### src/rtl/gpx_pkg.sv
package gpx_pkg;

  localparam int unsigned LANE_W = 8;
  typedef logic [LANE_W-1:0] lane_t;

  localparam lane_t A_STATE = 8'h10;
  localparam lane_t A_DIR   = 8'h60;
  localparam lane_t A_TYPE  = 8'h64;
  localparam lane_t A_PULL  = 8'h68;
  localparam lane_t A_SET   = 8'h6C;
  localparam lane_t A_CLR   = 8'h70;

  typedef enum logic [2:0] {
    RG_NONE, RG_STATE, RG_DIR, RG_TYPE, RG_PULL, RG_SET, RG_CLR
  } reg_grp_e;

  typedef struct packed {
    logic out;
    logic oe;
    logic od;
    logic pu;
    logic pd;
  } pad_ctl_t;

  function automatic logic in_win(lane_t a, lane_t base, lane_t nb);
    return (a >= base) && (a < base + nb);
  endfunction

  function automatic reg_grp_e grp_of(lane_t a, lane_t nb);
    if (in_win(a, A_STATE, nb)) return RG_STATE;
    if (in_win(a, A_DIR, nb))   return RG_DIR;
    if (in_win(a, A_TYPE, nb))  return RG_TYPE;
    if (in_win(a, A_PULL, nb))  return RG_PULL;
    if (in_win(a, A_SET, nb))   return RG_SET;
    if (in_win(a, A_CLR, nb))   return RG_CLR;
    return RG_NONE;
  endfunction

  function automatic lane_t base_of(reg_grp_e g);
    case (g)
      RG_STATE: return A_STATE;
      RG_DIR:   return A_DIR;
      RG_TYPE:  return A_TYPE;
      RG_PULL:  return A_PULL;
      RG_SET:   return A_SET;
      RG_CLR:   return A_CLR;
      default:  return '0;
    endcase
  endfunction

  // Replace only the bits selected by the valid mask
  function automatic lane_t merge_lane(lane_t old, lane_t wd, lane_t vm);
    return (old & ~vm) | (wd & vm);
  endfunction

  // Latch update from set and clear masks; clear dominates
  function automatic lane_t next_latch(lane_t old, lane_t set_m, lane_t clr_m);
    return (old | set_m) & ~clr_m;
  endfunction

  // Joint decode of direction, type and pull-select into pad controls
  function automatic pad_ctl_t pin_decode(logic dir, logic typ, logic pul,
                                          logic lat, logic en);
    pad_ctl_t c;
    c = '0;
    if (en) begin
      c.out = lat;
      c.oe  = dir;
      c.od  = dir & typ;
      c.pu  = typ & pul;
      c.pd  = ~dir & typ & ~pul;
    end
    return c;
  endfunction

endpackage

### src/rtl/gpx_sync2.sv
module gpx_sync2 #(
  parameter int unsigned W = 24
) (
  input  logic         clk,
  input  logic         rst_n,
  input  logic [W-1:0] d,
  output logic [W-1:0] q
);
  logic [W-1:0] s1;

  always_ff @(posedge clk or negedge rst_n) begin
    if (!rst_n) begin
      s1 <= '0;
      q  <= '0;
    end else begin
      s1 <= d;
      q  <= s1;
    end
  end
endmodule

### src/rtl/gpx_cfg_regs.sv
module gpx_cfg_regs
  import gpx_pkg::*;
#(
  parameter int unsigned NUM_BYTES = 3,
  parameter int unsigned IDX_W     = 2
) (
  input  logic                          clk,
  input  logic                          rst_n,
  input  logic                          wr_dir,
  input  logic                          wr_typ,
  input  logic                          wr_pul,
  input  logic                          wr_set,
  input  logic                          wr_clr,
  input  logic [IDX_W-1:0]              idx,
  input  lane_t                         wdata,
  input  logic [NUM_BYTES*LANE_W-1:0]   valid,
  output logic [NUM_BYTES*LANE_W-1:0]   dir_q,
  output logic [NUM_BYTES*LANE_W-1:0]   typ_q,
  output logic [NUM_BYTES*LANE_W-1:0]   pul_q,
  output logic [NUM_BYTES*LANE_W-1:0]   lat_q
);
  lane_t dir_r [NUM_BYTES];
  lane_t typ_r [NUM_BYTES];
  lane_t pul_r [NUM_BYTES];
  lane_t lat_r [NUM_BYTES];

  always_ff @(posedge clk or negedge rst_n) begin
    if (!rst_n) begin
      for (int b = 0; b < NUM_BYTES; b++) begin
        dir_r[b] <= '0;
        typ_r[b] <= '0;
        pul_r[b] <= '0;
        lat_r[b] <= '0;
      end
    end else begin
      for (int b = 0; b < NUM_BYTES; b++) begin
        if (idx == IDX_W'(b)) begin
          if (wr_dir) dir_r[b] <= merge_lane(dir_r[b], wdata, valid[b*LANE_W +: LANE_W]);
          if (wr_typ) typ_r[b] <= merge_lane(typ_r[b], wdata, valid[b*LANE_W +: LANE_W]);
          if (wr_pul) pul_r[b] <= merge_lane(pul_r[b], wdata, valid[b*LANE_W +: LANE_W]);
          if (wr_set || wr_clr)
            lat_r[b] <= next_latch(lat_r[b],
                          wr_set ? (wdata & valid[b*LANE_W +: LANE_W]) : '0,
                          wr_clr ? (wdata & valid[b*LANE_W +: LANE_W]) : '0);
        end
      end
    end
  end

  for (genvar g = 0; g < NUM_BYTES; g++) begin : g_flat
    assign dir_q[g*LANE_W +: LANE_W] = dir_r[g];
    assign typ_q[g*LANE_W +: LANE_W] = typ_r[g];
    assign pul_q[g*LANE_W +: LANE_W] = pul_r[g];
    assign lat_q[g*LANE_W +: LANE_W] = lat_r[g];
  end
endmodule

### src/rtl/gpx_pad_decode.sv
module gpx_pad_decode
  import gpx_pkg::*;
#(
  parameter int unsigned NUM_PINS = 24
) (
  input  logic [NUM_PINS-1:0] dir_q,
  input  logic [NUM_PINS-1:0] typ_q,
  input  logic [NUM_PINS-1:0] pul_q,
  input  logic [NUM_PINS-1:0] lat_q,
  input  logic [NUM_PINS-1:0] valid,
  output logic [NUM_PINS-1:0] pad_out,
  output logic [NUM_PINS-1:0] pad_oe,
  output logic [NUM_PINS-1:0] pad_od,
  output logic [NUM_PINS-1:0] pad_pu,
  output logic [NUM_PINS-1:0] pad_pd
);
  for (genvar i = 0; i < NUM_PINS; i++) begin : g_pin
    pad_ctl_t ctl;
    assign ctl        = pin_decode(dir_q[i], typ_q[i], pul_q[i], lat_q[i], valid[i]);
    assign pad_out[i] = ctl.out;
    assign pad_oe[i]  = ctl.oe;
    assign pad_od[i]  = ctl.od;
    assign pad_pu[i]  = ctl.pu;
    assign pad_pd[i]  = ctl.pd;
  end
endmodule

### src/rtl/gpx_port24.sv
module gpx_port24
  import gpx_pkg::*;
#(
  parameter int unsigned NUM_BYTES = 3,
  parameter int unsigned LO_FIRST  = 16,
  parameter int unsigned HI_FIRST  = 20,
  parameter int unsigned GRP_SZ    = 4
) (
  input  logic        clk,
  input  logic        rst_n,
  input  logic [7:0]  bus_addr,
  input  logic [7:0]  bus_wdata,
  input  logic        bus_wr,
  input  logic        bus_rd,
  output logic [7:0]  bus_rdata,
  input  logic        ext_lo_en,
  input  logic        ext_hi_en,
  input  logic [23:0] pad_in,
  output logic [23:0] pad_out,
  output logic [23:0] pad_oe,
  output logic [23:0] pad_od,
  output logic [23:0] pad_pu,
  output logic [23:0] pad_pd
);
  localparam int unsigned NUM_PINS = NUM_BYTES * LANE_W;
  localparam int unsigned IDX_W    = (NUM_BYTES > 1) ? $clog2(NUM_BYTES) : 1;
  localparam lane_t       NB8      = lane_t'(NUM_BYTES);

  // Named internal events, also observed by the checker
  reg_grp_e              grp;
  lane_t                 offs;
  logic [IDX_W-1:0]      idx;
  logic                  dir_hit, typ_hit, pul_hit, set_hit, clr_hit;
  logic [NUM_PINS-1:0]   valid;
  logic [NUM_PINS-1:0]   st_sync;
  logic [NUM_PINS-1:0]   dir_q, typ_q, pul_q, out_latch;
  logic [NUM_PINS-1:0]   rd_src;
  lane_t                 rd_mux;

  assign grp  = grp_of(bus_addr, NB8);
  assign offs = bus_addr - base_of(grp);
  assign idx  = offs[IDX_W-1:0];

  assign dir_hit = bus_wr && (grp == RG_DIR);
  assign typ_hit = bus_wr && (grp == RG_TYPE);
  assign pul_hit = bus_wr && (grp == RG_PULL);
  assign set_hit = bus_wr && (grp == RG_SET);
  assign clr_hit = bus_wr && (grp == RG_CLR);

  always_comb begin
    for (int i = 0; i < NUM_PINS; i++) begin
      if (i >= LO_FIRST && i < LO_FIRST + GRP_SZ)      valid[i] = ext_lo_en;
      else if (i >= HI_FIRST && i < HI_FIRST + GRP_SZ) valid[i] = ext_hi_en;
      else                                             valid[i] = 1'b1;
    end
  end

  gpx_sync2 #(.W(NUM_PINS)) u_sync (
    .clk   (clk),
    .rst_n (rst_n),
    .d     (pad_in),
    .q     (st_sync)
  );

  gpx_cfg_regs #(.NUM_BYTES(NUM_BYTES), .IDX_W(IDX_W)) u_regs (
    .clk    (clk),
    .rst_n  (rst_n),
    .wr_dir (dir_hit),
    .wr_typ (typ_hit),
    .wr_pul (pul_hit),
    .wr_set (set_hit),
    .wr_clr (clr_hit),
    .idx    (idx),
    .wdata  (bus_wdata),
    .valid  (valid),
    .dir_q  (dir_q),
    .typ_q  (typ_q),
    .pul_q  (pul_q),
    .lat_q  (out_latch)
  );

  gpx_pad_decode #(.NUM_PINS(NUM_PINS)) u_pads (
    .dir_q   (dir_q),
    .typ_q   (typ_q),
    .pul_q   (pul_q),
    .lat_q   (out_latch),
    .valid   (valid),
    .pad_out (pad_out),
    .pad_oe  (pad_oe),
    .pad_od  (pad_od),
    .pad_pu  (pad_pu),
    .pad_pd  (pad_pd)
  );

  // Read path: set/clear and unmapped addresses return zero
  always_comb begin
    case (grp)
      RG_STATE: rd_src = st_sync;
      RG_DIR:   rd_src = dir_q;
      RG_TYPE:  rd_src = typ_q;
      RG_PULL:  rd_src = pul_q;
      default:  rd_src = '0;
    endcase
    rd_mux = '0;
    for (int b = 0; b < NUM_BYTES; b++) begin
      if (idx == IDX_W'(b))
        rd_mux = rd_src[b*LANE_W +: LANE_W] & valid[b*LANE_W +: LANE_W];
    end
  end

  always_ff @(posedge clk or negedge rst_n) begin
    if (!rst_n)      bus_rdata <= '0;
    else if (bus_rd) bus_rdata <= rd_mux;
  end
endmodule

### config.mk
export PLATFORM = sky130hd
export DESIGN_NAME = gpx_port24
export DESIGN_NICKNAME = d
export VERILOG_FILES = /design/src/rtl/gpx_pkg.sv /design/src/rtl/gpx_sync2.sv /design/src/rtl/gpx_cfg_regs.sv /design/src/rtl/gpx_pad_decode.sv /design/src/rtl/gpx_port24.sv
export SDC_FILE = /design/constraint.sdc
export NUM_CORES = 1
export LEC_CHECK = 0
export CAP_MARGIN = 10
export CORE_UTILIZATION = 45
export DETAILED_ROUTE_END_ITERATION = 16
export GPL_TIMING_DRIVEN = 0
export PLACE_DENSITY_LB_ADDON = 0.08
export REMOVE_ABC_BUFFERS = 1
export SLEW_MARGIN = 15
export SYNTH_ARGS = -nofsm -noshare
export SYNTH_HDL_FRONTEND = slang
export SYNTH_HIERARCHICAL = 1
export SYNTH_SLANG_ARGS = --single-unit
### constraint.sdc
create_clock -name clk -period 1.9 [get_ports clk]
set_input_delay 0.475 -clock clk [delete_from_list [all_inputs] [get_ports clk]]
set_output_delay 0.475 -clock clk [all_outputs]
set_load 0.02 [all_outputs]
## Yosys cells after proc, flatten, opt, wreduce, memory -nomap -nowiden

Index checks and enable logic that the tools add are counted.

| operators by class | value |
|---|---|
| divide/modulo/power cells | 0 |
| muxes and demuxes | 50 |
| reductions and logical operators | 25 |
| $lt $le $gt $ge | 12 |
| bitwise logic cells | 161 |
| add/sub/neg operators | 1 |
| shifts and indexed selects | 0 |
| $mul | 0 |
| equal/unequal tests | 8 |

Operator list:

| operator | count |
|---|---|
| bitwise AND 1 bit | 96 |
| case mux 24 bit (4 select lines) | 1 |
| bitwise AND 8 bit | 8 |
| two-way mux 8 bit | 7 |
| NOT 1 bit | 48 |
| bitwise OR 8 bit | 6 |
| >= comparator 8 x 7 -> 1 bit (second input constant) | 5 |
| less-than comparator 8 x 7 -> 1 bit (second input constant) | 5 |
| two-way mux 5 bit | 8 |
| two-way mux 3 bit | 13 |
| NOT 8 bit | 3 |
| AND reduction 2 bit | 12 |
| two-way mux 1 bit | 21 |
| logical AND 1 bit | 11 |
| equality test 3 bit (second input constant) | 3 |
| >= comparator 8 x 5 -> 1 bit (second input constant) | 1 |
| less-than comparator 8 x 5 -> 1 bit (second input constant) | 1 |
| equality test 3 x 2 -> 1 bit (second input constant) | 2 |
| equality test 3 x 1 -> 1 bit (second input constant) | 1 |
| equality test 2 x 1 -> 1 bit (second input constant) | 1 |
| equality test 2 bit (second input constant) | 1 |
| logical NOT 2 bit | 1 |
| subtractor 2 bit (second input constant) | 1 |
| logical OR 1 bit | 1 |

| storage, ports and cells | value |
|---|---|
| word-level logic and storage cells | 272 |
| bits in writable memories | 0 |
| memories | 0 |
| input port bits | 46 |
| output and inout bits | 128 |
| latch bits | 0 |
| ROM bits | 0 |
| flip-flop bits (word level) | 152 |

## Depth between registers and ports, before layout

Gate-level depths: netlist of run 1.

| logic depth | value |
|---|---|
| depth after elaboration | 29 |
| gate-level depth with buffers | 10 |
| gate-level depth less buffers | 6 |

## Hierarchy

Netlist of run 1, hierarchy kept.

By module, submodules not included:

| module | instances | seq. area each (µm²) | cells an instance | area each (µm²) |
|---|---|---|---|---|
| gpx_cfg_regs | 1 | 2,402.3 | 326 | 4,142.7 |
| gpx_port24 | 1 | 200.2 | 165 | 1,338.8 |
| gpx_sync2 | 1 | 1,201.2 | 48 | 1,201.2 |
| gpx_pad_decode | 1 | 0.0 | 120 | 1,021.0 |

## Worst setup path before layout of run 1

OpenSTA, ideal clock, no wires.

| timing path | value |
|---|---|
| path kind | input -> register |
| from | in bus_addr[0] |
| to | reg with a tool-made name |
| data required time | 1.773 ns |
| cell stages on the path | 10 |
| arrival time | 2.117 ns |
| slack | -0.345 ns |
| setup time | 0.127 ns |
| path buffers | 4 |
| cells stage by stage | buf_6 a21oi_2 and2_1 clkbuf_1 and3_1 buf_2 and3b_1 buf_2 nand2_1 mux2_1 |

RTL lines:

| item | RTL line | text |
|---|---|---|
| start, declared | gpx_port24.sv:11 | `input logic [7:0] bus_addr,` |

==> summary.txt, run 1 <==
Clock tree
  – Clock tree buffer depth: 2
  – H-tree Lvls: 4
  – Clock slew at reported path FFs: 0.06 ns
  – CTS Buf Count: 17
  – CTS Sinks: 152
  – Clk Latency, worst-skew pair: around 0.43 ns
  – Clk root buf: clkbuf_16
  – TritonCTS clock tree: done

Timing
  – Final Setup Violations: 0
  – Period utilization: 99.4%
  – Slew Viols, Final: 0
  – Worst Tran Pin Value: 1.03 ns
  – Max_slew headroom: 31.5%
  – Final setup TNS: 0 ns
  – Post-layout min period: 1.89 ns
  – Clock skew: 0.00713 ns
  – Fmax: 529 MHz
  – Final Hold Viols: 0

Worst setup path
  – CP required: 1.42 ns
  – CP Capture Type: output pin
  – Crit Path Max Fanout: 5
  – Kind of critical path: flop to output pin
  – Critical R2R Capture: bus_rdata[7]
  – Worst-case reg-to-reg path depth: 5
  – Critical path arrival: around 1.4 ns
  – FF-to-FF setup slack: 0.51 ns
  – Crit path launch type: flop

Synthesis
  – Post-Synthesis Cells: 659
  – Most common cell in the netlist: dfrtp_1
  – Mapped Area: 7700 um^2
  – Post-synth EDFFs: 0
  – Distinct cells, synth: 48
  – Synth area leaders: dfrtp_1 49%, mux2_2 9.4%, a41oi_1 5.5%
  – Synth cell count leaders: 152 x dfrtp_1, 64 x mux2_2, 64 x nand2_1
  – Top_reg_cell synth: dfrtp_1
  – Yosys top cell area share: about half
  – Synth Area in Simple Gates: ~22%
  – Area leader, netlist: dfrtp_1
  – Compound-Gate Fraction of Synth Area: 14.7%
  – Adder-cell area share of the yosys netlist: 0%
  – Post-Synth XOR/XNOR Area: 0%
  – Sequential cell area fraction in the yosys report: 49.4%
  – Largest family of logic cells by synthesized area: simple AND/OR/NAND/NOR gates
  – Fraction of registers with async set/reset: 100%
  – Synthesized area per cell: 11.7 um^2
  – Post-synthesis mux area share: 10.5%
  – #FFs+latches synth: ~150
  – Synth Warn #: 6

Power and ir drop
  – Leak: 5.61 nW
  – Peak supply drop: a little over 0.6 mV
  – PD cells: 669 nW/um^2

Die
  – I/O pin count: around 170
  – Core ar.: roughly 17000 um^2
  – Chip Height: 133 um
  – Initial Util: 46.3%
  – Die area: 17600 um^2
  – Row count: 47
  – Die Wd: around 130 um

Global routing
  – Tot GR Track Use: between 20% and 30%
  – Grt ovf: 0
  – First-pass GRT wire length: 35500 um
  – Number of global-route vias before repair: 6296
  – Largest net degree at the start of global routing: 79
  – Initial antenna violation count: 0

Detailed routing
  – Antenna Nets Post-Route: 0
  – DR vias/cell: roughly 5.2
  – Residual DRC count: 0
  – DR vias: 6448
  – DR pass1 iterations: 4
  – Iter 0 DRT Violations: between 300 and 400
  – Drt total wl: 22300 um
  – Avg WL per Cell: ~18 um

Hold path
  – Hold WC Path Type: input pin to async pin

Placed design
  – Placed cell count: 1169
  – DP HPWL: 14400 um
  – Placer Congestion: 0.772
  – I/O Buffers: 173

Finish
  – Number of diodes: 0
  – # fillers: around 1400
  – Register area: roughly 3800 um^2
  – Area delta synth->final: 42.2%
  – Share of layout cells above drive strength 1: a little under a third
  – Final nets: 1048
  – Post-Layout Cell Count: 1234
  – Multi-input logic area: ~4400 um^2

Flow run
  – Total of max-cap violations: 0

Outcome
  – Status: complete, no violations
==> timing repair <==
action,4_1_cts,5_1_grt
setup endpoints to repair,225,116
setup buffers,20,12
gates cloned,2,0
gates resized for setup,231,56
hold endpoints to repair,0,0
hold buffers,0,0
pin swaps,7,4
==> worst max-delay path: stages, from the launching register on <==
cell,delay (ns)
dfrtp_1,0.43
and3_2,0.25
dlygate4sd2_1,0.32
==> final cells by class <==
class | instances | area share, %
repair buffers | 209 | 17.2
well taps | 220 | 2.51
clock buffers | 20 | 4.08
inverters | 4 | 0.137
flip-flops and latches | 152 | 34.8
multi-input cells | 618 | 40.1
clock inverters | 11 | 1.15
==> routing by layer <==
layer,vias up,global-route usage [%],part of all wire (%)
met1,3112,35.8,44
met5,-,0,0
met4,0,10.6,2.5
met2,233,41.4,47
met3,38,5.21,6.1
li1,3065,-,-
==> through the flow <==
| stage | worst slack (ns) | util, % | hold WS [ns] | total power, mW | area (um^2) |
|---|---|---|---|---|---|
| 6_report | 0.0107 | 65.8 | 0.0138 | 7.33 | 11000 |
| 5_1_grt | -0.0237 | 65.8 | 0.0607 | 7.60 | 11000 |
| 4_1_cts | -0.0158 | 65.5 | 0.0405 | 7.35 | 10900 |
| 3_5_place_dp | -2.24 | 61.1 | 0.336 | 4.04 | 10200 |
| 3_3_place_gp | -5.93 | 60.4 | 0.332 | 4.02 | 10100 |
| 2_1_floorplan | -0.760 | - | 0.179 | 3.65 | 8050 |
==> worst max path at each step <==
stage,end,cells after the start
2_1_floorplan,flop,5
3_3_place_gp,async pin,1
3_5_place_dp,flop,6
4_1_cts,flop,7
5_1_grt,pad_pu[16],2
6_report,pad_pu[22],2
==> cell usage in the layout (no fill, tap or decap), types with 10 or more instances in the layout <==
master,count
conb_1,160
dfrtp_1,145
dlygate4sd2_1,90
mux2_2,64
nand2_1,60
and3_2,49
and2_2,48
a41oi_1,48
clkdlybuf4s50_1,36
nand3_1,32
buf_4,30
and4bb_1,24
a22oi_1,17
clkbuf_16,17
clkbuf_2,14
a32oi_1,10
clkdlybuf4s15_2,10
==> report_power, final <==
part | leakage [nW] | internal (mW) | switching [mW]
clock network | 0.268 | 1.96 | 1.34
registers | 1.99 | 3.33 | 0.0606
logic | 3.35 | 0.243 | 0.395
total | 5.61 | 5.54 | 1.79
==> cell families after synthesis <==
logic type | Yosys count
multiplexers | 72
buffers and inverters | 50
AO/OA/AOI/OAI | 129
flip-flops | 152
other | 1
AND/OR/NAND/NOR | 255
Power figures use the tool's default switching activity.
==> run 2, diff against run 1 <==
- CORE_MARGIN: unset -> 5
==> summary.txt, run 2 (same netlist as run 1, synthesis figures left out) <==
Die
  – Row count: 47 (unchanged)
  – Die Wd: 141 um (+6.0%)
  – Chip Height: 141 um (+6.0%)
  – Die area: 19800 um^2 (+12%)
  – Core ar.: 16700 um^2 (+0.35%)
  – Initial Util: 46.1% (-0.16 points)
  – I/O pin count: 174 (unchanged)

Worst setup path
  – Crit-path slowest cell: dfrtp_1
  – Critical path arrival: 1.39 ns (-0.02 ns)
  – Worst-case reg-to-reg path depth: 4 (-1)
  – Cell Chain, Critical Path: and2_2 > dlygate4sd2_1
  – Buf/Inv on CP: 1 (unchanged)
  – Worst path top cell family by delay: flip-flops
  – Slowest stage delay, CP: 0.42 ns (about the same)
  – CP required: 1.42 ns (about the same)
  – Crit Path Max Fanout: 5 (unchanged)
  – Crit path launch type: flop
  – Kind of critical path: flop to output pin
  – FF-to-FF setup slack: 0.51 ns (about the same)
  – CP Depth: 2 (unchanged)
  – Critical R2R Capture: bus_rdata[4]
  – CP Capture Type: output pin

Detailed routing
  – Antenna Nets Post-Route: 0 (unchanged)
  – Residual DRC count: 0 (unchanged)
  – DR pass1 iterations: 5 (+1)
  – DR vias: 6559 (+1.7%)
  – Drt total wl: 23500 um (+5.2%)
  – DR vias/cell: 5.32 (+1.8%)
  – Avg WL per Cell: 19.1 um (+5.3%)
  – Iter 0 DRT Violations: 542 (+66%)

Clock tree
  – Clock tree buffer depth: 2 (unchanged)
  – Clk Latency, worst-skew pair: 0.42 ns (about the same)
  – CTS Sinks: 152 (unchanged)
  – Clk root buf: clkbuf_16
  – H-tree Lvls: 4 (unchanged)
  – CTS Buf Count: 17 (unchanged)
  – Clock slew at reported path FFs: 0.06 ns (about the same)
  – TritonCTS clock tree: done

Global routing
  – First-pass GRT wire length: 37000 um (+4.2%)
  – Grt ovf: 0 (unchanged)
  – Tot GR Track Use: 23.8% (-2.5 points)
  – Initial antenna violation count: 0 (unchanged)
  – Number of global-route vias before repair: 6790 (+7.8%)
  – Largest net degree at the start of global routing: 89 (+13%)

Finish
  – Commonest non-fill, non-tap cell in the layout: conb_1
  – Area delta synth->final: 40.1%
  – Share of layout cells above drive strength 1: 29.5% (-1.5 points)
  – Number of diodes: 0 (unchanged)
  – Multi-input logic area: 4360 um^2 (-0.77%)
  – Register area: 3800 um^2 (-0.20%)
  – # fillers: 1421 (+0.78%)
  – Final nets: 1046 (-0.19%)
  – Commonest non-fill, non-tap cells in the layout: 160 x conb_1, 151 x dfrtp_1, 91 x dlygate4sd2_1, 64 x mux2_2, 63 x nand2_1

Placed design
  – DP HPWL: 15800 um (+9.6%)
  – I/O Buffers: 173 (unchanged)
  – Placer Congestion: 0.818 (+6.0%)

Timing
  – RSZ-0062 raised after global routing: no
  – Final Hold Viols: 0 (unchanged)
  – Max_slew headroom: 49.8% (+18 points)
  – Slew Viols, Final: 0 (unchanged)
  – Post-layout min period: 1.87 ns (-0.0224 ns)
  – Worst Tran Pin Value: 0.751 ns (-0.275 ns)
  – Fmax: 536 MHz (+1.2%)
  – Final Setup Violations: 0 (unchanged)
  – Hold WS: 0.348 ns (+0.334 ns)
  – Period utilization: 98.3% (-1.2 points)
  – Clock skew: 0.00691 ns (-0.000216 ns)

Flow run
  – Total of max-cap violations: 0 (unchanged)

Hold path
  – Hold WC Path Type: flop to flop
  – Hold_sp: u_sync/s1[13]
  – Hold Path Stages: 0
  – Hold Path End: u_sync/q[13]

Power and ir drop
  – PD cells: 655 nW/um^2 (-2.0%)
  – Peak supply drop: 0.582 mV (-5.7%)
  – Leak: 5.54 nW (-1.2%)
  – Total power: 7.07 mW (-3.5%)

Outcome
  – Status: complete, no violations
==> run 2: changes by cell type in the layout (fill, tap and decap cells not counted), moves of 3 or more <==
cell,delta
clkdlybuf4s15_2,-8
dfrtp_1,+6
clkdlybuf4s15_1,+6
dfrtp_2,-6
nand2_1,+3
nand2_2,-3
dlymetal6s2s_1,-3
buf_2,+4
clkinv_2,+3
==> run 2: repair_timing <==
item	4_1_cts	5_1_grt
cloned	2	0
endpoints found under the hold margin	2	0
pin swaps	8	5
gates resized for setup	228	52
buffers inserted	16	13
endpoints found under the setup margin	230	106
hold buffers	1	0
==> run 2: metal layers <==
layer	global-route usage [%]	routed length (um)	vias up
li1	-	-	3057
met1	30.6	10000	3222
met2	39.9	11500	238
met3	5.52	1360	42
met4	8.06	620	0
met5	0	0	-
==> run 2: through the flow <==
step / TNS [ns] / util, % / cell area [um^2] / worst slack [ns] / cells
global placement: -1131.57 / 60.2 / 10100 / -5.56 / 1165
detailed placement: -248.59 / 60.8 / 10200 / -2.20 / 1169
global route: 0 / 64.6 / 10800 / 0.0000188 / 1233
finish: 0 / 64.6 / 10800 / 0.0332 / 1233
CTS: 0 / 64.5 / 10800 / 0.000187 / 1220
floorplan: -54.58 / - / 8050 / -0.760 / 772
==> run 2: worst max-delay path by stage <==
stage                     start    endpoint  slack, ns
floorplan           bus_addr[2]        flop      -0.76
global placement          rst_n   async pin      -5.56
detailed placement  bus_addr[0]        flop      -2.20
CTS                        flop  pad_pd[11]     0.0002
global route               flop  pad_oe[22]    0.00002
finish                     flop  pad_oe[22]       0.03
==> run 2: worst register-to-register path, stage by stage (launching register included) <==
cell	delay [ns]
dfrtp_1	0.41
a22oi_1	0.20
o21ai_0	0.11
a221oi_1	0.42
o22ai_1	0.12
==> run 2: power breakdown <==
group          internal (mW)  total, mW  switching, mW
clock                   1.72       3.05           1.32
sequential              3.33       3.40         0.0610
combinational          0.237      0.632          0.395
==> run 2: area by class of cell <==
| cell class | instances | share of cell area [%] |
|---|---|---|
| clock buffers | 20 | 4.23 |
| clock inverters | 12 | 0.730 |
| inverters | 4 | 0.139 |
| multi-input cells | 618 | 40.4 |
| flip-flops and latches | 152 | 35.2 |
| well taps | 220 | 2.55 |
| repair buffers | 207 | 16.7 |
